==> config.mk <==
export PLATFORM = sky130hd
export DESIGN_NAME = dscp_tid_classifier
export DESIGN_NICKNAME = d
export VERILOG_FILES = /design/src/rtl/dtc_pkg.sv /design/src/rtl/dtc_decode.sv /design/src/rtl/dtc_store.sv /design/src/rtl/dtc_lookup.sv /design/src/rtl/dscp_tid_classifier.sv
export SDC_FILE = /design/constraint.sdc
export NUM_CORES = 1
export LEC_CHECK = 0
export ABC_AREA = 0
export BUFFER_PORTS_ARGS = -buffer_cell sky130_fd_sc_hd__buf_2
export CAP_MARGIN = 20
export CORE_ASPECT_RATIO = 0.6
export CORE_MARGIN = 2
export CORE_UTILIZATION = 55
export DETAILED_ROUTE_END_ITERATION = 6
export PLACE_DENSITY = 0.81
export SETUP_SLACK_MARGIN = 0.2
export SYNTH_ARGS = -nofsm -noshare
export SYNTH_HDL_FRONTEND = slang
export SYNTH_HIERARCHICAL = 1
export SYNTH_SLANG_ARGS = --single-unit
==> constraint.sdc <==
create_clock -name clk -period 6.2 [get_ports clk]
set_input_delay 0.31 -clock clk [delete_from_list [all_inputs] [get_ports clk]]
set_output_delay 0.31 -clock clk [all_outputs]
set_load 0.05 [all_outputs]
==> src/rtl/dtc_pkg.sv <==
// Shared constants and types for the DSCP to TID classifier.
// Assumes a word-addressed register bus with one control register.
package dtc_pkg;
    localparam int DEF_NUM_TABLES = 2;
    localparam int DEF_DSCP_W     = 6;
    localparam int DEF_TID_W      = 3;
    localparam int DEF_WORD_W     = 32;
    localparam int DEF_ADDR_W     = 5;
    localparam int DEF_SEL_W      = 2;
    localparam int DEF_CTRL_ADDR  = 16;

    // Bus address regions.
    typedef enum logic [1:0] {
        RGN_NONE = 2'd0,
        RGN_MAP  = 2'd1,
        RGN_CTRL = 2'd2
    } region_e;
endpackage

==> src/rtl/dtc_decode.sv <==
// Address decoder: sorts a bus word address into map, control or unmapped.
// Assumes map words occupy the lowest addresses, starting at 0.
module dtc_decode
    import dtc_pkg::*;
#(
    parameter int ADDR_W    = DEF_ADDR_W,
    parameter int MAP_WORDS = 12,
    parameter int CTRL_ADDR = DEF_CTRL_ADDR,
    parameter int MAP_IDX_W = 4
) (
    input  logic [ADDR_W-1:0]    addr,
    output region_e              region,
    output logic [MAP_IDX_W-1:0] map_idx
);
    // Classify the address and extract the map word index.
    always_comb begin
        map_idx = MAP_IDX_W'(addr);
        if (int'(addr) < MAP_WORDS)
            region = RGN_MAP;
        else if (int'(addr) == CTRL_ADDR)
            region = RGN_CTRL;
        else
            region = RGN_NONE;
    end
endmodule

==> src/rtl/dtc_store.sv <==
// Register store: the map words, the program-enable bit and the read port.
// Map writes are accepted only while program-enable is set. Reads are
// registered and return 0 for unmapped addresses.
module dtc_store
    import dtc_pkg::*;
#(
    parameter int WORD_W    = DEF_WORD_W,
    parameter int MAP_WORDS = 12,
    parameter int MAP_IDX_W = 4
) (
    input  logic                          clk,
    input  logic                          rst_n,
    input  logic                          bus_wr,
    input  logic                          bus_rd,
    input  region_e                       region,
    input  logic [MAP_IDX_W-1:0]          map_idx,
    input  logic [WORD_W-1:0]             bus_wdata,
    output logic [WORD_W-1:0]             bus_rdata,
    output logic                          prog_en,
    output logic [MAP_WORDS*WORD_W-1:0]   map_flat
);
    logic [WORD_W-1:0] words [MAP_WORDS];
    logic              map_wr;

    assign map_wr = bus_wr && (region == RGN_MAP) && prog_en;

    // Program-enable bit of the control register.
    always_ff @(posedge clk) begin
        if (!rst_n)
            prog_en <= 1'b0;
        else if (bus_wr && region == RGN_CTRL)
            prog_en <= bus_wdata[0];
    end

    // One register per map word, plus its slot in the flat view.
    for (genvar i = 0; i < MAP_WORDS; i++) begin : g_word
        always_ff @(posedge clk) begin
            if (!rst_n)
                words[i] <= '0;
            else if (map_wr && map_idx == MAP_IDX_W'(i))
                words[i] <= bus_wdata;
        end
        assign map_flat[i*WORD_W +: WORD_W] = words[i];
    end

    // Registered read mux over the address regions.
    always_ff @(posedge clk) begin
        if (!rst_n)
            bus_rdata <= '0;
        else if (bus_rd) begin
            case (region)
                RGN_MAP:  bus_rdata <= words[map_idx];
                RGN_CTRL: bus_rdata <= {{(WORD_W-1){1'b0}}, prog_en};
                default:  bus_rdata <= '0;
            endcase
        end
    end
endmodule

==> src/rtl/dtc_lookup.sv <==
// Lookup stage: picks the TID bits out of the flat table string and
// registers the result. Out-of-range selectors return 0 and flag an error.
// Assumes each table owns TABLE_BITS consecutive bits of the flat string.
module dtc_lookup #(
    parameter int NUM_TABLES = 2,
    parameter int DSCP_W     = 6,
    parameter int TID_W      = 3,
    parameter int SEL_W      = 2,
    parameter int TABLE_BITS = 192,
    parameter int FLAT_BITS  = 384,
    parameter int TBL_IDX_W  = 1
) (
    input  logic                 clk,
    input  logic                 rst_n,
    input  logic [FLAT_BITS-1:0] map_flat,
    input  logic                 lk_req,
    input  logic [DSCP_W-1:0]    lk_dscp,
    input  logic [SEL_W-1:0]     lk_sel,
    output logic                 tid_valid,
    output logic [TID_W-1:0]     tid,
    output logic                 tid_err
);
    localparam int OFF_W = $clog2(FLAT_BITS);

    logic [OFF_W-1:0] bit_off;
    logic             sel_ok;

    // Bit offset of the entry: table base plus 3 bits per code point.
    always_comb begin
        sel_ok  = int'(lk_sel) < NUM_TABLES;
        bit_off = OFF_W'(lk_sel[TBL_IDX_W-1:0]) * OFF_W'(TABLE_BITS)
                + OFF_W'(lk_dscp) * OFF_W'(TID_W);
    end

    // Result register, loaded on each request.
    always_ff @(posedge clk) begin
        if (!rst_n) begin
            tid_valid <= 1'b0;
            tid       <= '0;
            tid_err   <= 1'b0;
        end else begin
            tid_valid <= lk_req;
            if (lk_req) begin
                tid     <= sel_ok ? map_flat[bit_off +: TID_W] : '0;
                tid_err <= !sel_ok;
            end
        end
    end
endmodule

==> src/rtl/dscp_tid_classifier.sv <==
// DSCP to TID classifier top: a register bus for the map words and the
// control register, and a one-cycle registered lookup port.
// Assumes the tables are packed with no padding between them.
module dscp_tid_classifier
    import dtc_pkg::*;
#(
    parameter int NUM_TABLES = DEF_NUM_TABLES,
    parameter int DSCP_W     = DEF_DSCP_W,
    parameter int TID_W      = DEF_TID_W,
    parameter int WORD_W     = DEF_WORD_W,
    parameter int ADDR_W     = DEF_ADDR_W,
    parameter int SEL_W      = DEF_SEL_W,
    parameter int CTRL_ADDR  = DEF_CTRL_ADDR
) (
    input  logic              clk,
    input  logic              rst_n,
    input  logic              bus_wr,
    input  logic              bus_rd,
    input  logic [ADDR_W-1:0] bus_addr,
    input  logic [WORD_W-1:0] bus_wdata,
    output logic [WORD_W-1:0] bus_rdata,
    input  logic              lk_req,
    input  logic [DSCP_W-1:0] lk_dscp,
    input  logic [SEL_W-1:0]  lk_sel,
    output logic              tid_valid,
    output logic [TID_W-1:0]  tid,
    output logic              tid_err
);
    localparam int ENTRIES    = 1 << DSCP_W;
    localparam int WPT        = (ENTRIES * TID_W + WORD_W - 1) / WORD_W;
    localparam int TABLE_BITS = WPT * WORD_W;
    localparam int MAP_WORDS  = NUM_TABLES * WPT;
    localparam int FLAT_BITS  = MAP_WORDS * WORD_W;
    localparam int MAP_IDX_W  = (MAP_WORDS > 1) ? $clog2(MAP_WORDS) : 1;
    localparam int TBL_IDX_W  = (NUM_TABLES > 1) ? $clog2(NUM_TABLES) : 1;

    region_e                region;
    logic [MAP_IDX_W-1:0]   map_idx;
    logic                   prog_en;
    logic [FLAT_BITS-1:0]   map_flat;

    dtc_decode #(
        .ADDR_W(ADDR_W), .MAP_WORDS(MAP_WORDS),
        .CTRL_ADDR(CTRL_ADDR), .MAP_IDX_W(MAP_IDX_W)
    ) u_dec (
        .addr(bus_addr), .region(region), .map_idx(map_idx)
    );

    dtc_store #(
        .WORD_W(WORD_W), .MAP_WORDS(MAP_WORDS), .MAP_IDX_W(MAP_IDX_W)
    ) u_store (
        .clk(clk), .rst_n(rst_n), .bus_wr(bus_wr), .bus_rd(bus_rd),
        .region(region), .map_idx(map_idx), .bus_wdata(bus_wdata),
        .bus_rdata(bus_rdata), .prog_en(prog_en), .map_flat(map_flat)
    );

    dtc_lookup #(
        .NUM_TABLES(NUM_TABLES), .DSCP_W(DSCP_W), .TID_W(TID_W),
        .SEL_W(SEL_W), .TABLE_BITS(TABLE_BITS), .FLAT_BITS(FLAT_BITS),
        .TBL_IDX_W(TBL_IDX_W)
    ) u_lk (
        .clk(clk), .rst_n(rst_n), .map_flat(map_flat), .lk_req(lk_req),
        .lk_dscp(lk_dscp), .lk_sel(lk_sel), .tid_valid(tid_valid),
        .tid(tid), .tid_err(tid_err)
    );
endmodule

==> results.py <==
metrics = {
    "run_status": {
        "outcome": "finished, final reports clean",
    },
    "worst_setup_path": {
        "crit_fanout": 66,
        "cp-end-kind": "flip-flop",
        "required_ns": 6.60,
        "critPathLaunchType": "primary input",
        "cp.arrival_ns": 4.38,
        "critPathKind": "primary input to flip-flop",
    },
    "timing": {
        "period_minus_slack_ns": 3.98,
        "finalHoldViolations": 0,
        "fin_skew_ns": 0.0301,
        "setup_viol": 0,
        "timing.fmax_mhz": 251,
        "fin_crit_sh_pct": 64.2,
        "drv_slew": 0,
        "slew_headroom_pct": 27.7,
        "setup_ws_ns": 2.22,
        "rsz0062_at_grt": "no",
        "worst_pin_slew_ns": 1.08,
        "tns_ns": 0,
    },
    "yosys": {
        "avgSynthCellArea_um2": 14.6,
        "ys_seq_elements": 422,
        "ys.warnings.count": 6,
        "netlist.area_leader.share_pct": 40.8,
        "synth.distinct_cells": 71,
        "synthTopCellsByArea": "edfxtp_1, mux4_2, and2_1",
        "synth_flop_cell": "edfxtp_1",
        "ys_async_sr_fraction_pct": 0,
        "syn_inst": 1940,
        "synth_area_um2": 28300,
        "yosysTopAreaCell": "edfxtp_1",
        "syn-num-nets": 2005,
        "ys_seq_area_share_pct": 43.5,
        "synth-edff-count": 384,
    },
    "routing": {
        "postRouteAntennaNets": 0,
        "dr.pass1.iters": 7,
        "vias": 20100,
        "vias_per_cell": 7.61,
        "wl_per_cell_um": 35.9,
        "drc": 0,
        "drt_iter0_drc": 4079,
        "wirelength_um": 94500,
    },
    "placed_design": {
        "dpl.hpwl_um": 68800,
        "post-place-ws_ns": 1.74,
        "placed_cell_area_um2": 28900,
        "place.gp.congestion": 1.11,
        "port_buffers": 86,
    },
    "clock_network": {
        "htreeDepth": 2,
        "clock-root-buffer": "clkbuf_16",
        "cts_tree": "yes",
        "cts_made_buffers": 41,
        "cts_resized": 0,
        "cts_setup_buffers": 0,
        "cts_sinks": 422,
        "cts_hold_buf": 0,
        "cts.clk_slew.worst_paths_ns": 0.06,
        "clock_latency_ns": 0.57,
        "cts_buffer_depth": 3,
    },
    "global_route": {
        "grt_start_max_net_pins": 143,
        "grt_antenna_before_repair": 5,
        "gr-total-overflow": 0,
        "grt_pass1_vias": 19200,
        "grt_pass1_wl_um": 138000,
        "track_usage_pct": 36.0,
    },
    "min_path": {
        "min_path_type": "primary input to flip-flop",
    },
    "finish": {
        "nets": 1973,
        "syn2layout_area_growth_pct": 7.40,
        "final_util_pct": 59.7,
        "drive_gt1_share_pct": 33.1,
        "stdcell_area_um2": 30400,
    },
    "floorplan": {
        "initial_utilization_pct": 55.6,
        "dieArea_um2": 53300,
        "rows": 64,
        "die_w_um": 297,
        "fp.dieH_um": 180,
        "ios": 87,
        "core_area_um2": 50800,
    },
    "power_and_ir_drop": {
        "ir_worst_vdd_v": 0.000197,
        "powerDensity_nw_per_um2": 251,
        "leakage_nw": 10.8,
        "p_total_mw": 7.62,
    },
    "run": {
        "cap_viol_max_count": 0,
    },
}
## cells in the mapped netlist (9+ instances only)
master,instances
a21oi_1,24
a22oi_1,34
a32oi_1,34
and2_1,393
buf_1,12
buf_2,55
buf_4,33
buf_6,33
clkbuf_1,64
clkbuf_2,21
dfxtp_1,38
edfxtp_1,384
ha_1,14
inv_1,11
mux2i_1,38
mux4_2,382
nand2_1,45
nand3_1,116
nor2_1,23
nor2b_1,10
nor3_1,9
o21ai_0,26
## per-layer routing
layer	global-route usage [%]	share of wire, %
met4	6.08	2.3
met5	1.26	0.097
met1	54.3	37
met2	48.9	42
met3	15.7	19
## final cells by class
cell class / instances / area (µm²)
clock inverters: 19 / 184
repair buffers: 144 / 1000
flip-flops and latches: 422 / 12300
well taps: 693 / 867
fillers: 3844 / 20500
clock buffers: 55 / 1170
inverters: 13 / 48.8
multi-input cells: 1286 / 14800
diodes: 4 / 10.0
## power by group
group | internal, mW | total (mW) | switching [mW]
combinational | 0.731 | 1.72 | 0.986
clock | 1.46 | 2.58 | 1.12
sequential | 3.19 | 3.33 | 0.134
total | 5.38 | 7.62 | 2.24
## sequential cells by signal, summed over array words and instances (netlist names)
register and flops:
u_lk/tid 3, u_lk/tid_err 1, u_lk/tid_valid 1, u_store/bus_rdata 32
u_store/prog_en 1, u_store/words 384
## cell families (layout without fill, tap and decap cells)
family	count (synthesis)	count (layout)	synth area share (%)
simple gates	654	654	13.9
buf+inv	232	231	4.77
mux	428	428	32.3
xor+xnor	6	6	0.186
fa+ha+maj	15	15	0.691
flops	422	422	43.5
compound gates	183	183	4.72
other cells	0	4	0
## per-stage QoR
step / std cells / hold WS (ns)
after global placement: 2550 / 0.477
after floorplan: 1940 / 0.438
after detailed placement: 2553 / 0.482
after global routing: 2632 / 0.0337
final: 2636 / 0.0166
after CTS: 2627 / 0.0115
## path summary, 6_finish.rpt
| check | from | endpoint | slack [ns] | depth (start not counted) |
|---|---|---|---|---|
| worst max-delay path | lk_dscp[0] | u_lk/tid[0] | 2.22 | 10 |
| worst min-delay path | lk_req | u_lk/tid_valid | 0.02 | 2 |
| worst max register to register | u_store/words[4][0] | u_lk/tid[0] | 3.50 | 6 |
| worst min register to register | u_store/bus_rdata[27] | u_store/bus_rdata[27] | 0.50 | 2 |
## cell usage in the layout, fill, tap and decap left out, drive strengths merged, types with 5 or more instances in the layout
master,synthesis,layout
nand2b,8,8
o311ai,5,5
nand4,5,5
a21oi,24,24
and2,394,394
a32oi,34,34
clkinv,2,13
edfxtp,384,384
or2,6,6
mux4,385,385
nor2b,10,10
nand2,46,46
dfxtp,38,38
a311oi,5,5
nor3,21,21
nand3,117,117
a22oi,34,34
o211ai,7,7
mux2i,38,38
clkbuf,85,56
nor4,5,5
buf,134,143
inv,11,14
a31oi,6,6
nor2,23,23
ha,14,14
o21ai,26,26
mux2,5,5
a211oi,8,8
## critical path: stages
cell and delay, ns:
buf_8 0.47, ha_4 0.81, buf_12 0.37, buf_4 0.31, mux4_2 0.57, a22o_1 0.24, a221oi_1 0.24, o221ai_1 0.18
o221ai_1 0.59, a22oi_1 0.19
No activity file was read; power rests on OpenSTA's default activity.
